### src/rtl/cbx_pkg.sv
// Shared types for the complex-binary converter.
// Assumes digits stay within -4..4, so a 4-bit signed type is enough.
package cbx_pkg;
    typedef logic signed [3:0] digit_t;

    typedef enum logic [1:0] {ST_IDLE, ST_SPLIT, ST_NORM, ST_DONE} conv_state_t;

    // Maps a normalised radix -4 digit to its 4-bit complex-binary group.
    function automatic logic [3:0] digit_to_nibble(input digit_t d);
        case (d)
            4'sd1:   return 4'b0001;
            4'sd2:   return 4'b1100;
            4'sd3:   return 4'b1101;
            default: return 4'b0000;
        endcase
    endfunction
endpackage

### src/rtl/cbx_splitter.sv
// Splits the magnitude into radix-4 digits, one per step, least significant
// first, and gives each digit the sign that makes the string radix -4.
// Assumes load and step are never high together.
module cbx_splitter
    import cbx_pkg::*;
#(
    parameter int IN_W  = 16,
    parameter int IDX_W = 4
) (
    input  logic             clk,
    input  logic             rst_n,
    input  logic             load,
    input  logic             step,
    input  logic [IN_W-1:0]  value_i,
    input  logic             neg_i,
    output digit_t           digit_o,
    output logic [IDX_W-1:0] idx_o,
    output logic             last_o
);
    localparam logic [IDX_W-1:0] MAX_DIGS = IDX_W'((IN_W + 1) / 2);

    logic [IN_W-1:0]  quot_q;
    logic             neg_q;
    logic [IDX_W-1:0] idx_q;
    digit_t           base4;

    // Quotient register: divides by four on each step.
    always_ff @(posedge clk) begin
        if (!rst_n) begin
            quot_q <= '0;
            neg_q  <= 1'b0;
            idx_q  <= '0;
        end else if (load) begin
            quot_q <= value_i;
            neg_q  <= neg_i;
            idx_q  <= '0;
        end else if (step) begin
            quot_q <= quot_q >> 2;
            idx_q  <= idx_q + 1'b1;
        end
    end

    // Current remainder, signed by position parity and operand sign.
    always_comb begin
        base4   = digit_t'({2'b00, quot_q[1:0]});
        digit_o = (idx_q[0] ^ neg_q) ? -base4 : base4;
        idx_o   = idx_q;
        last_o  = ((quot_q >> 2) == '0);
    end

    AST_SPLIT_BOUND: assert property (@(posedge clk) disable iff (!rst_n)
        step |-> (idx_q < MAX_DIGS));
endmodule

### src/rtl/cbx_digit_file.sv
// Holds the signed radix -4 digits. Accepts digit writes from the splitter,
// then fixes one digit per cycle in place, moving a +1 or -1 into its upper
// neighbour. Assumes clr, wr_en and nrm_en are mutually exclusive.
module cbx_digit_file
    import cbx_pkg::*;
#(
    parameter int NDIG  = 10,
    parameter int IDX_W = 4
) (
    input  logic                clk,
    input  logic                rst_n,
    input  logic                clr,
    input  logic                wr_en,
    input  logic [IDX_W-1:0]    wr_idx,
    input  digit_t              wr_dig,
    input  logic                nrm_en,
    input  logic [IDX_W-1:0]    nrm_idx,
    output digit_t [NDIG-1:0]   dig_o,
    output logic                fix_o
);
    localparam logic [IDX_W-1:0] LAST = IDX_W'(NDIG - 1);

    digit_t [NDIG-1:0] dig_q;
    digit_t            cur;
    logic              low, high;

    // Classifies the digit under the normalisation pointer.
    always_comb begin
        cur   = dig_q[nrm_idx];
        low   = (cur < 0);
        high  = (cur > 3);
        fix_o = nrm_en && (low || high);
        dig_o = dig_q;
    end

    // Digit storage: clear, load from splitter, or one carry step.
    always_ff @(posedge clk) begin
        if (!rst_n || clr) begin
            dig_q <= '0;
        end else if (wr_en) begin
            dig_q[wr_idx] <= wr_dig;
        end else if (nrm_en) begin
            if (low) begin
                dig_q[nrm_idx] <= cur + 4'sd4;
                if (nrm_idx != LAST)
                    dig_q[nrm_idx + 1'b1] <= dig_q[nrm_idx + 1'b1] + 4'sd1;
            end else if (high) begin
                dig_q[nrm_idx] <= cur - 4'sd4;
                if (nrm_idx != LAST)
                    dig_q[nrm_idx + 1'b1] <= dig_q[nrm_idx + 1'b1] - 4'sd1;
            end
        end
    end

    AST_NO_OVERFLOW: assert property (@(posedge clk) disable iff (!rst_n)
        (nrm_en && nrm_idx == LAST) |-> !(low || high));
    AST_DIGIT_RANGE: assert property (@(posedge clk) disable iff (!rst_n)
        wr_en |-> (wr_dig >= -4'sd3 && wr_dig <= 4'sd3));
endmodule

### src/rtl/cbx_nibble_map.sv
// Expands each normalised digit into its 4-bit group. Digit g drives bits
// 4g+3..4g. Assumes the digits are already in 0..3.
module cbx_nibble_map
    import cbx_pkg::*;
#(
    parameter int NDIG = 10
) (
    input  digit_t [NDIG-1:0]   dig_i,
    output logic [4*NDIG-1:0]   bits_o
);
    for (genvar g = 0; g < NDIG; g++) begin : g_grp
        assign bits_o[4*g +: 4] = digit_to_nibble(dig_i[g]);
    end
endmodule

### src/rtl/cbx_int_conv.sv
// Integer to radix (-1+j) converter. Sequences the split, the normalisation
// passes and the done pulse. Assumes start_i is only meaningful when idle.
module cbx_int_conv
    import cbx_pkg::*;
#(
    parameter int  IN_W  = 16,
    localparam int NDIG  = (IN_W + 1) / 2 + 2,
    localparam int OUT_W = 4 * NDIG
) (
    input  logic              clk,
    input  logic              rst_n,
    input  logic              start_i,
    input  logic [IN_W-1:0]   value_i,
    input  logic              neg_i,
    output logic              busy_o,
    output logic              done_o,
    output logic [OUT_W-1:0]  result_o
);
    localparam int IDX_W = $clog2(NDIG);
    localparam logic [IDX_W-1:0] LAST = IDX_W'(NDIG - 1);

    conv_state_t       state_q;
    logic [IDX_W-1:0]  pos_q;
    logic              chg_q;
    logic              load, split_en, nrm_en, fix, last;
    digit_t            digit;
    logic [IDX_W-1:0]  wr_idx;
    digit_t [NDIG-1:0] digs;

    // Decodes the state into datapath enables and status outputs.
    always_comb begin
        load     = (state_q == ST_IDLE) && start_i;
        split_en = (state_q == ST_SPLIT);
        nrm_en   = (state_q == ST_NORM);
        busy_o   = split_en || nrm_en;
        done_o   = (state_q == ST_DONE);
    end

    // Sequencer: split, repeated normalisation passes, one done cycle.
    always_ff @(posedge clk) begin
        if (!rst_n) begin
            state_q <= ST_IDLE;
            pos_q   <= '0;
            chg_q   <= 1'b0;
        end else begin
            case (state_q)
                ST_IDLE:  if (start_i) state_q <= ST_SPLIT;
                ST_SPLIT: if (last) begin
                    state_q <= ST_NORM;
                    pos_q   <= '0;
                    chg_q   <= 1'b0;
                end
                ST_NORM: begin
                    if (pos_q == LAST) begin
                        pos_q <= '0;
                        chg_q <= 1'b0;
                        if (!(chg_q || fix)) state_q <= ST_DONE;
                    end else begin
                        pos_q <= pos_q + 1'b1;
                        chg_q <= chg_q || fix;
                    end
                end
                default:  state_q <= ST_IDLE;
            endcase
        end
    end

    cbx_splitter #(.IN_W(IN_W), .IDX_W(IDX_W)) split_i (
        .clk(clk), .rst_n(rst_n), .load(load), .step(split_en),
        .value_i(value_i), .neg_i(neg_i),
        .digit_o(digit), .idx_o(wr_idx), .last_o(last)
    );

    cbx_digit_file #(.NDIG(NDIG), .IDX_W(IDX_W)) file_i (
        .clk(clk), .rst_n(rst_n), .clr(load), .wr_en(split_en),
        .wr_idx(wr_idx), .wr_dig(digit), .nrm_en(nrm_en), .nrm_idx(pos_q),
        .dig_o(digs), .fix_o(fix)
    );

    cbx_nibble_map #(.NDIG(NDIG)) map_i (
        .dig_i(digs), .bits_o(result_o)
    );

    AST_START_ACCEPT: assert property (@(posedge clk) disable iff (!rst_n)
        $rose(busy_o) |-> $past(start_i));
    AST_DONE_PULSE: assert property (@(posedge clk) disable iff (!rst_n)
        done_o |=> !done_o);
    AST_DONE_AFTER_BUSY: assert property (@(posedge clk) disable iff (!rst_n)
        $rose(done_o) |-> $past(busy_o));
    AST_RESULT_HOLD: assert property (@(posedge clk) disable iff (!rst_n)
        (!busy_o && !start_i) |=> $stable(result_o));
endmodule

### config.mk
export PLATFORM = sky130hd
export DESIGN_NAME = cbx_int_conv
export DESIGN_NICKNAME = d
export VERILOG_FILES = /design/src/rtl/cbx_pkg.sv /design/src/rtl/cbx_splitter.sv /design/src/rtl/cbx_digit_file.sv /design/src/rtl/cbx_nibble_map.sv /design/src/rtl/cbx_int_conv.sv
export SDC_FILE = /design/constraint.sdc
export NUM_CORES = 1
export LEC_CHECK = 0
export BUFFER_PORTS_ARGS = -buffer_cell sky130_fd_sc_hd__clkbuf_2
export CAP_MARGIN = 0
export CORE_MARGIN = 2
export CORE_UTILIZATION = 54
export DETAILED_ROUTE_END_ITERATION = 8
export GPL_TIMING_DRIVEN = 0
export HOLD_SLACK_MARGIN = 0.02
export PLACE_DENSITY = 0.77
export SYNTH_ARGS = -nofsm -noshare
export SYNTH_HDL_FRONTEND = slang
export SYNTH_HIERARCHICAL = 1
export SYNTH_SLANG_ARGS = --single-unit
### constraint.sdc
create_clock -name clk -period 4.3 [get_ports clk]
set_input_delay 0.645 -clock clk [delete_from_list [all_inputs] [get_ports clk]]
set_output_delay 0.645 -clock clk [all_outputs]
set_load 0.005 [all_outputs]
**Yosys cells after proc, flatten, opt, wreduce, memory -nomap -nowiden**

Cells that the tools add are included.

- Flip-flop bits (word level): 68
- Bits of input ports: 20
- Output and inout port bits: 42
- Word-level logic and storage cells: 136

- $add $sub $neg: 7
- $lt $le $gt $ge: 8
- Equal/unequal tests: 39
- Mux-type cells: 45
- Bitwise gates (word level): 2
- Reductions and logical operators: 19

Operators by type and width:

| cell | count |
|---|---|
| 40-bit 2-to-1 mux | 6 |
| 40-bit bitwise mux | 5 |
| 4-bit case mux with 3 select lines | 10 |
| 4-bit by 2-bit equality test with 1-bit output (second input constant) | 20 |
| 4-bit demux with 4-bit select | 3 |
| 4-bit by 1-bit equality test with 1-bit output (second input constant) | 10 |
| 4-bit binary-select mux with 4-bit select | 2 |
| 16-bit 2-to-1 mux | 2 |
| 4-bit 2-to-1 mux | 8 |
| 16-bit zero test | 1 |
| 4-bit by 5-bit less-than comparator with 1-bit output (second input constant) | 3 |
| 4-bit by 1-bit greater-or-equal comparator with 1-bit output (second input constant) | 3 |
| 4-bit by 1-bit adder with 4-bit output (second input constant) | 2 |
| 2-bit 2-to-1 mux | 4 |
| 2-bit != test (second input constant) | 4 |
| 4-bit case mux with 2 select lines | 1 |
| 2-bit case mux with 3 select lines | 1 |
| 1-bit logical AND | 5 |
| 4-bit by 2-bit adder with 4-bit output (second input constant) | 1 |
| 4-bit adder (second input constant) | 1 |
| 2-bit equality test (second input constant) | 2 |
| 4-bit equality test (second input constant) | 1 |
| 4-bit by 3-bit greater-than comparator with 1-bit output (second input constant) | 1 |
| 1-bit logical OR | 4 |
| other kinds (17) | 20 |

**Logic depth before layout (Yosys ltp)**

Gate-level depths: netlist of run 1.

- Depth after elaboration: 11
- Gate-level depth with buffers: 17
- Mapped depth without buffers: 12

**Cells and area by module**

Netlist of run 1, hierarchy kept.

Modules (own cells, without submodules):

| module | times used | cells an instance | area an instance (sq um) | seq. area each (sq um) |
|---|---|---|---|---|
| cbx_digit_file | 1 | 479 | 3813.7 | 800.8 |
| cbx_splitter | 1 | 104 | 1114.8 | 420.4 |
| cbx_int_conv | 1 | 54 | 439.2 | 140.1 |
| cbx_nibble_map | 1 | 41 | 304.0 | 0.0 |

**Worst setup path before layout of run 1**

No wires, ideal clock.

- Path type: register to register
- Start point: register pos_q[0]
- End point: register file_i.dig_q (netlist bit file_i/dig_o[26])
- Setup time: 0.060 ns
- Arrival: 3.931 ns
- Required time: 4.240 ns
- Slack: 0.309 ns
- Cell stages (with the launch flop): 18
- Path buffers: 5
- Period minus slack after synthesis: 3.991 ns
- Path through: dfxtp_1 -> buf_6 -> buf_6 -> buf_4 -> inv_1 -> ha_1 -> clkbuf_1 -> mux4_2 -> nor3b_1 -> nor3_1 -> buf_2 -> inv_1 -> ha_1 -> mux2i_1 -> xor2_1 -> nor2_2 -> a2111oi_0 -> a31o_1

- Cells in the longest elaborated chain, start to end: 11
- Elaborated cells between the ends (all ways): 34
- Those cells by class: add/sub (5); order compare (6); eq/ne (1); mux (18); reduce/logical (4)

Ends and longest elaborated chain:

| item | line | text |
|---|---|---|
| start: declaration | cbx_int_conv.sv:23 | `logic [IDX_W-1:0] pos_q;` |
| start signal: assignment | cbx_int_conv.sv:59 | `pos_q <= pos_q + 1'b1;` |
| parallel branches: the longest is 11 deep, another holds 4-bit by 1-bit adder with 4-bit output | n/a |  |
| end signal: indexed assignment | cbx_digit_file.sv:41 | `dig_q[wr_idx] <= wr_dig;` |
| end signal: indexed assignment | cbx_digit_file.sv:44 | `dig_q[nrm_idx] <= cur + 4'sd4;` |
| end signal: indexed assignment | cbx_digit_file.sv:48 | `dig_q[nrm_idx] <= cur - 4'sd4;` |
| end: declaration | cbx_digit_file.sv:23 | `digit_t [NDIG-1:0] dig_q;` |

Parallel ways; which one is timed is not known. The select of a mux whose other input is x is not followed.
A chain may end at the register's enable or synchronous reset.

**Worst setup path in the final report of run 1**

- Start point: register pos_q[0]
- End point: register file_i.dig_q (netlist bit file_i/dig_o[7])

Same word-level chain as after synthesis.

==> results of run 1 <==
## routing by layer
metal / part of all wire (%) / track usage, % / up-vias
met5: 0.12 / 0 / -
met4: 5.1 / 15.9 / 4
met3: 13 / 9.14 / 98
met2: 43 / 51.1 / 430
met1: 39 / 46.0 / 2709
li1: - / - / 2697
## synthesized netlist by cell type (3+ instances only)
| cell | count | area share, % |
|---|---|---|
| nand3b_1 | 4 | 0.53 |
| mux4_2 | 13 | 5.2 |
| or3_1 | 6 | 0.66 |
| nand2_1 | 46 | 3.0 |
| buf_6 | 4 | 0.79 |
| a21oi_2 | 5 | 0.77 |
| o211ai_1 | 5 | 0.66 |
| buf_2 | 10 | 0.88 |
| a31oi_1 | 14 | 1.5 |
| or2b_1 | 6 | 0.79 |
| a2111oi_0 | 24 | 3.7 |
| o31ai_1 | 20 | 2.6 |
| nor3_1 | 8 | 0.71 |
| and3_1 | 7 | 0.77 |
| mux2i_1 | 16 | 2.8 |
| buf_1 | 3 | 0.20 |
| nand3_1 | 32 | 2.8 |
| and2_1 | 10 | 1.1 |
| ha_1 | 20 | 4.4 |
| nor2_1 | 65 | 4.3 |
| nor3b_1 | 28 | 3.7 |
| mux4_1 | 3 | 1.4 |
| buf_4 | 25 | 3.3 |
| inv_1 | 13 | 0.86 |
| xnor2_1 | 6 | 0.93 |
| a311oi_1 | 5 | 0.77 |
| nor4_1 | 5 | 0.55 |
| nor2b_1 | 10 | 1.1 |
| or4_1 | 4 | 0.53 |
| mux2_2 | 18 | 3.6 |
| dfxtp_1 | 68 | 24 |
| clkbuf_1 | 20 | 1.3 |
| o21ai_0 | 24 | 2.1 |
| o211a_1 | 14 | 2.5 |
| nand2b_1 | 16 | 1.8 |
| a21oi_1 | 30 | 2.6 |
| a31o_1 | 9 | 1.4 |
| a211oi_1 | 16 | 2.1 |
## sequential cells by signal, summed over array words and instances (netlist names)
signal	count
chg_q	1
split_i/quot_q	16
pos_q	4
state_q	2
split_i/neg_q	1
file_i/dig_o	40
split_i/idx_o	4
## layout make-up
cell class              count  area [um2]  share of cell area (%)
multi-input cells         543        4000                    61.8
clock buffers              11         131                    2.03
well taps                 136         170                    2.63
repair buffers             56         293                    4.53
flip-flops and latches     68        1370                    21.2
clock inverters             5        52.6                   0.813
inverters                  15        60.1                   0.929
plain buffers              61         392                    6.06
## metrics by stage
stage / instance area [um2] / power (mW) / worst slack, ps
after floorplan: 5710 / 1.60 / 309
final: 6460 / 2.62 / 28.4
after global placement: 6130 / 1.92 / -1210
after global routing: 6460 / 2.73 / 13.1
after detailed placement: 6140 / 1.97 / -1270
after CTS: 6380 / 2.52 / 28.8
## cell usage in the layout (no fill, tap or decap), drive strengths merged, types with 18 or more instances in the layout
| cell | instances |
|---|---|
| o21ai | 28 |
| nand3 | 32 |
| nor2 | 68 |
| o31ai | 21 |
| mux2 | 18 |
| buf | 46 |
| nand2 | 46 |
| nor3b | 28 |
| ha | 20 |
| dfxtp | 68 |
| a2111oi | 25 |
| clkbuf | 82 |
| a21oi | 35 |
## kinds of logic after synthesis
kind of cell	after synthesis
compound gates	192
xor+xnor	8
fa+ha+maj	20
buf+inv	77
flops	68
mux	50
other cells	1
simple gates	262
## worst max-delay path by stage
stage,endpoint,startpoint,depth (start not counted)
after CTS,file_i/dig_o[34]$_SDFFE_PP0P_,pos_q[0]$_SDFFE_PN0P_,17
after global routing,file_i/dig_o[14]$_SDFFE_PP0P_,pos_q[1]$_SDFFE_PN0P_,17
after detailed placement,file_i/dig_o[37]$_SDFFE_PP0P_,pos_q[0]$_SDFFE_PN0P_,15
final,file_i/dig_o[7]$_SDFFE_PP0P_,pos_q[0]$_SDFFE_PN0P_,12
after floorplan,file_i/dig_o[26]$_SDFFE_PP0P_,pos_q[0]$_SDFFE_PN0P_,17
after global placement,file_i/dig_o[17]$_SDFFE_PP0P_,pos_q[0]$_SDFFE_PN0P_,15
## worst register-to-register path, cell delays in order, from the launching register on
cell,delay (ps)
dfxtp_4,370
buf_4,180
mux4_1,640
mux2_2,310
o21a_4,230
inv_2,140
clkbuf_1,390
ha_1,410
xnor2_2,660
nor2_1,100
a2111oi_0,470
or3_1,180
a31oi_1,40
## power groups by stage
stage                     combinational, mW  clock [mW]  sequential (mW)
after global routing                   1.37       0.562            0.798
final                                  1.30       0.531            0.790
after CTS                              1.19       0.537            0.791
after global placement                 1.12           0            0.799
after detailed placement               1.16           0            0.805
after floorplan                       0.829           0            0.772
## what timing repair did
item | 4_1_cts | 5_1_grt
setup buffers | 2 | 2
gates cloned | 0 | 1
setup endpoints to repair | 35 | 24
pin swaps | 0 | 2
hold buffers | 0 | 0
resized for setup | 16 | 20
==> results.txt, run 1 <==
The smallest clock period supported by the final layout is computed as 4270 ps. The post-synthesis sequential element count is 68. The tools report the routed via count as 5938. Of the total power, the clock network draws 20.3%. The logs give 5523 for the number of global-route vias before repair and 0 for the number of routed nets with antenna violations. Setup repair after global routing left no endpoint under its margin.

For this design the top-level I/O count stands at 62. The critical path start-end classification is reg2reg. TritonCTS built the clock tree. The net count reported at finish is 794. The delay of the slowest critical-path stage works out to 660 ps. Count of flip-flops with a built-in enable after synthesis: 0. The detailed-route vias per instance is 6.63, and the sequential area share after synthesis is 24.0%. The minimum hold slack is 516 ps, and the sequential share of power is 30.2%.

The total routing resource utilization after global routing was 34.2%. The final instance count without filler cells came out at 895. In this run the deepest clock path goes through 2 buffers. The post-synthesis xor/xnor area fraction came out at 1.24%. STA classifies the critical path startpoint as a register. The count of endpoints failing hold in the final timing report is 0. Destination of the worst hold path: file_i/dig_o[8]$_SDFFE_PP0P_. For this design, the slowest cell found on the critical path is xnor2_2. The die covers 11300 um2. The number of cells on the worst reg-to-reg path is 12. Power spread over the standard cell area amounts to 405 nW/um2. The run gives 0 as the max-cap check violation count. Post-synth design cell area: 5670 um2. The type of destination of the critical path is a register. The number of inserted diodes is 0. The post-synthesis to final-layout area growth is 14.0%.

Number of warnings reported in the yosys synthesis log: 6. The critical path goes through buf_4, mux4_1, mux2_2, o21a_4, inv_2, clkbuf_1, ha_1, xnor2_2, nor2_1, a2111oi_0, or3_1, a31oi_1. For this run, the top clock speed supported by timing is 234 MHz. Once detailed placement completed, the half-perimeter wirelength came to 13.9 mm. For the final routed database, the setup TNS stands at 0 ps. The DRC violation count after routing was 0. The wire length of the first global-routing pass was 29.8 mm.

The weighted congestion reported at the end of routability-driven placement was 1.04. Counting both buffers and inverters, the worst setup path holds a total of 3. Number of filler cells placed in the layout: 924.

In this run switching power makes up 45.0% of total power. Clock tree synthesis inserted a total of 9 buffers. Along the worst hold path, the cell count comes to 2. The post-synthesis area per instance came out at 8.37 um2. The kind of cell with the highest combined delay on the critical path is multiplexers. The tools report the worst reg2reg path endpoint as file_i/dig_o[7]$_SDFFE_PP0P_.

At the later pin of the worst-skew pair, clock insertion delay measures 360 ps. From bottom edge to top edge, the die measures 106 um. During placement, the flow inserted port buffers numbering 51. The number of setup violations in the final report was 0; the wire length reported by the detailed router was 19.2 mm. Measured against the total synthesized area, the mux share comes to 12.9%.

Clock-pin slew was measured on the worst setup and hold paths at 80 ps. The area fraction in compound gates after synthesis works out to 25.3%. The largest fanout on the critical path is 11. The analysis attributes to cell leakage a power of 2.57 nW.

The setup skew after layout is 15.4 ps, and the post-synthesis cell type count is 73. Entering global routing, the biggest net connects 20 pins. Once the floorplan was initialized, standard cells occupied 55.2% of the core. In this run the core area contains 37 standard-cell rows. The type of the most critical hold path was reg2reg.

After technology mapping, the gate count stands at 678. At the pin with the least slew margin, the transition time is 1370 ps. The initial DRC count is 706, and the number of slew-limit violations in the final report is 0. The number of H-tree branching levels is 3. The instance count after placement with tap cells included is 875, and the worst IR drop on VDD is 319 uV. The required time of the worst setup path was 4520 ps; the minimum setup slack among reg-to-reg paths was 30 ps. The run gives 68 as the clock sink count. The flow ran to the end, and the final reports show no timing, DRC or antenna violations. The arrival time reported for the critical path endpoint is 4490 ps, and the worst slew margin relative to its limit is 8.00%. Cell internal power was estimated by the tool at 1.44 mW. The routed length per placed instance is 21.5 um, and the combinational share of power is 49.5%.

Summed over all layers, the global routing overflow is 0. The core region is 10300 um2. The most used flip-flop cell after synthesis is dfxtp_1. The first detailed-routing pass took 7 iterations. Dividing the final minimum period by the clock period gives 99.3%. The floorplan die width is 106 um.

The fraction of synthesis flops using an asynchronous set or reset pin is 0%, and the power spent charging and discharging nets is 1.18 mW. The start of the worst register-to-register path was pos_q[0]$_SDFFE_PN0P_. The share of synthesized cell area in full adder, half adder and majority cells was 4.41%; the final core utilization was 62.9%. Cells with a size suffix above 1 make up 23.6% of the layout. The initial antenna violation count came out at 2. Master cell of the clock root buffer: clkbuf_8. The startpoint identified for the worst hold timing path is file_i/dig_o[8]$_SDFFE_PP0P_. The synthesized netlist devotes 24.5% of its cell area to simple gates.

The dominant combinational cell family by area after synthesis is compound AO/OA/AOI/OAI gates.
No activity file was read; power rests on OpenSTA's default activity.
==> run 2: changes to the inputs <==
CORE_MARGIN = default   (was 2)
CTS_BUF_LIST = sky130_fd_sc_hd__clkbuf_4 sky130_fd_sc_hd__clkbuf_8 sky130_fd_sc_hd__clkbuf_16   (was default)
==> results.txt, run 2 (synthesized netlist as in run 1, its figures left out) <==
The flow ran to the end, and the final reports show no timing, DRC or antenna violations. Clock-pin slew was measured on the worst setup and hold paths at 90 ps. The register with the most flip-flops in the layout has 40 of them. The initial antenna violation count is 0, and the number of gates on the worst path with buffers counted is 15.

Dividing the final minimum period by the clock period gives 98.3%. The run gives 20 as the largest net degree at the start of global routing. Initial DRC count: 663. Among cell families on the critical path, the largest total delay comes from buffers and inverters.

After detailed placement, the total cell area comes to 6140 um2. In this run the tool buffered the top-level ports with 51 buffer cells. Among all stages on the critical path, the largest delay is contributed by xnor2_2. The run gives 3990 um2 as the area of the multi-input gates.

The logs give 0 for the number of routed nets with antenna violations and 10900 um2 for the die outline area. The number of global-route vias before repair is 5555, and the number of inserted diodes is 0. The floorplan step defined a core boundary enclosing 10200 um2. At the pin with the least slew margin, the transition time is 1350 ps.

Across the run, the number of max-cap violations was 0. The sequential cells in the finished layout cover a total of 1370 um2. The largest fanout on the critical path came out at 10.

The root buffer cell chosen for the clock tree is clkbuf_8. The worst pin sits at a relative slew slack of 9.08%. In the routed layout, each cell is associated on average with a via count of 6.64.

The path with the worst hold slack has its endpoint at chg_q$_SDFFE_PN0P_. The endpoint identified for the worst register-to-register timing path is file_i/dig_o[37]$_SDFFE_PP0P_. For this design the static power due to leakage is 2.63 nW.

The type of the most critical hold path is reg2reg. The signal on the critical path passes through clkbuf_4, buf_6, inv_1, ha_2, clkbuf_8, mux4_2, nor3b_1, nor3_1, buf_4, buf_4, ha_1, xnor2_2, o21ai_0, o21ai_0, a22oi_1. The commonest non-fill, non-tap cell in the layout is dfxtp_1. At the worst endpoint, the arrival time is 4470 ps. TritonCTS built the clock tree. Hold repair after CTS inserted 0 buffers.

For the buffer depth of the longest clock path, the log shows 2. Number of slew-limit violations in the final report: 0. The power per unit of standard cell area came out at 418 nW/um2. Setup violations remaining at the end of the flow were counted as 0.

For the worst flop-to-flop path, the logic depth is 15. Together, buffers and inverters on the worst path number 6. For the number of filler cells placed in the layout, the log shows 905.

For this run, design rule violations remaining after detail routing come to 0. The largest single stage delay on the critical path is 640 ps. During I/O placement, the number of pins put on the boundary was 62.

Detailed placement ended at an HPWL of 14.0 mm. The effective utilization at floorplan is 55.4%, and the depth of the worst hold-timing path is 2. On the final layout, the worst hold slack is 488 ps. After layout, the minimum clock period comes to 4230 ps.

The setup skew after layout was 17.6 ps; the layout cell share with drive strength beyond 1 was 23.8%. The tools report the cell area after layout as 6550 um2. The tools report the count of endpoints failing hold in the final timing report as 0. The worst hold path begins at chg_q$_SDFFE_PN0P_. From left edge to right edge, the die measures 104 um. The critical path start-end classification was reg2reg.

Summed over all layers, the routed wires come to 19.2 mm. The tools report the number of H-tree branching levels as 3. In the layout the commonest cells are 66 x dfxtp_1, 65 x nor2_1, 51 x clkbuf_2. The vertical die dimension was 104 um; the detailed-routing iteration count for the pre-antenna-repair pass was 5. The aggregate global routing overflow came out at 0. The startpoint identified for the worst register-to-register timing path is pos_q[1]$_SDFFE_PN0P_.

The first global-routing pass estimated 29.9 mm of wire. The clock insertion delay at the later pin of the skew report came out at 370 ps. The net count reported at finish is 797. The worst setup path is captured at a register. Dividing the detail-routed wire length by the instance count gives 21.3 um.

The total routing resource utilization after global routing came out at 35.8%. Minimum setup slack among reg-to-reg paths: 70 ps. STA classifies the critical path startpoint as a register. The routed layout has 5966 vias.

Buffers inserted during clock tree synthesis total 9. For the worst setup path, the data required time is 4540 ps. CTS saw 68 sinks.

Timing would allow up to 236 MHz. From synthesis to final layout, the design area changed by 15.5%. Weighted congestion reported at the end of routability-driven placement: 0.969. IR analysis of the VDD net gives a maximum drop of 385 uV. The number of cell rows was 37.
run 2: changes by cell type in the layout (fill, tap and decap cells not counted), sizes merged:
cell and delta:
buf +3, bufinv +2, clkbuf -1, clkinvlp -2, inv +1
run 2: how the worst max path moves through the flow:
stage	from	end	slack, ps
floorplan	pos_q[0]$_SDFFE_PN0P_	file_i/dig_o[26]$_SDFFE_PP0P_	310
global placement	pos_q[0]$_SDFFE_PN0P_	file_i/dig_o[17]$_SDFFE_PP0P_	-1160
detailed placement	pos_q[0]$_SDFFE_PN0P_	file_i/dig_o[37]$_SDFFE_PP0P_	-1140
CTS	pos_q[1]$_SDFFE_PN0P_	file_i/dig_o[26]$_SDFFE_PP0P_	7
global route	pos_q[2]$_SDFFE_PN0P_	file_i/dig_o[7]$_SDFFE_PP0P_	-3
finish	pos_q[1]$_SDFFE_PN0P_	file_i/dig_o[37]$_SDFFE_PP0P_	70
run 2: layout make-up:
cell class / count / share of cell area, %
Sequential cell: 68 / 20.9
Inverter: 15 / 0.860
Buffer: 61 / 6.06
Clock buffer: 10 / 2.01
Tap cell: 136 / 2.60
Multi-Input combinational cell: 543 / 61.0
Timing Repair Buffer: 59 / 4.87
Clock inverter: 6 / 1.72
run 2: tightest hold or removal path, cell delays in order, from the launching register on:
cell and delay [ps]:
dfxtp_1 340, a31oi_1 40, nor2_1 80
run 2: power breakdown:
group | total [mW] | switching, mW | internal [mW]
clock | 0.667 | 0.274 | 0.393
sequential | 0.789 | 0.0851 | 0.704
combinational | 1.28 | 0.802 | 0.476
total | 2.74 | 1.16 | 1.57
run 2: through the flow:
step	utilization (%)	worst slack (ps)	setup TNS, ps	power [mW]	cells
after global placement	59.9	-1160	-21350	1.92	874
final	64.0	71.3	0	2.74	898
after detailed placement	60.0	-1140	-22040	1.96	875
after floorplan	-	309	0	1.60	687
after CTS	62.9	7.00	0	2.64	890
after global routing	64.0	-3.48	-3.48	2.87	898
run 2: layer usage:
layer	vias up	part of all wire (%)	track usage, %
met5	-	0	0
met4	0	3.6	17.6
met3	60	12	8.15
met2	392	44	54.7
met1	2806	40	47.5
li1	2708	-	-
run 2: timing repair:
action,4_1_cts,5_1_grt
endpoints found under the hold margin,0,0
gates resized for setup,17,17
endpoints found under the setup margin,34,17
buffers inserted,0,7
cloned,0,1
pin swaps,0,2
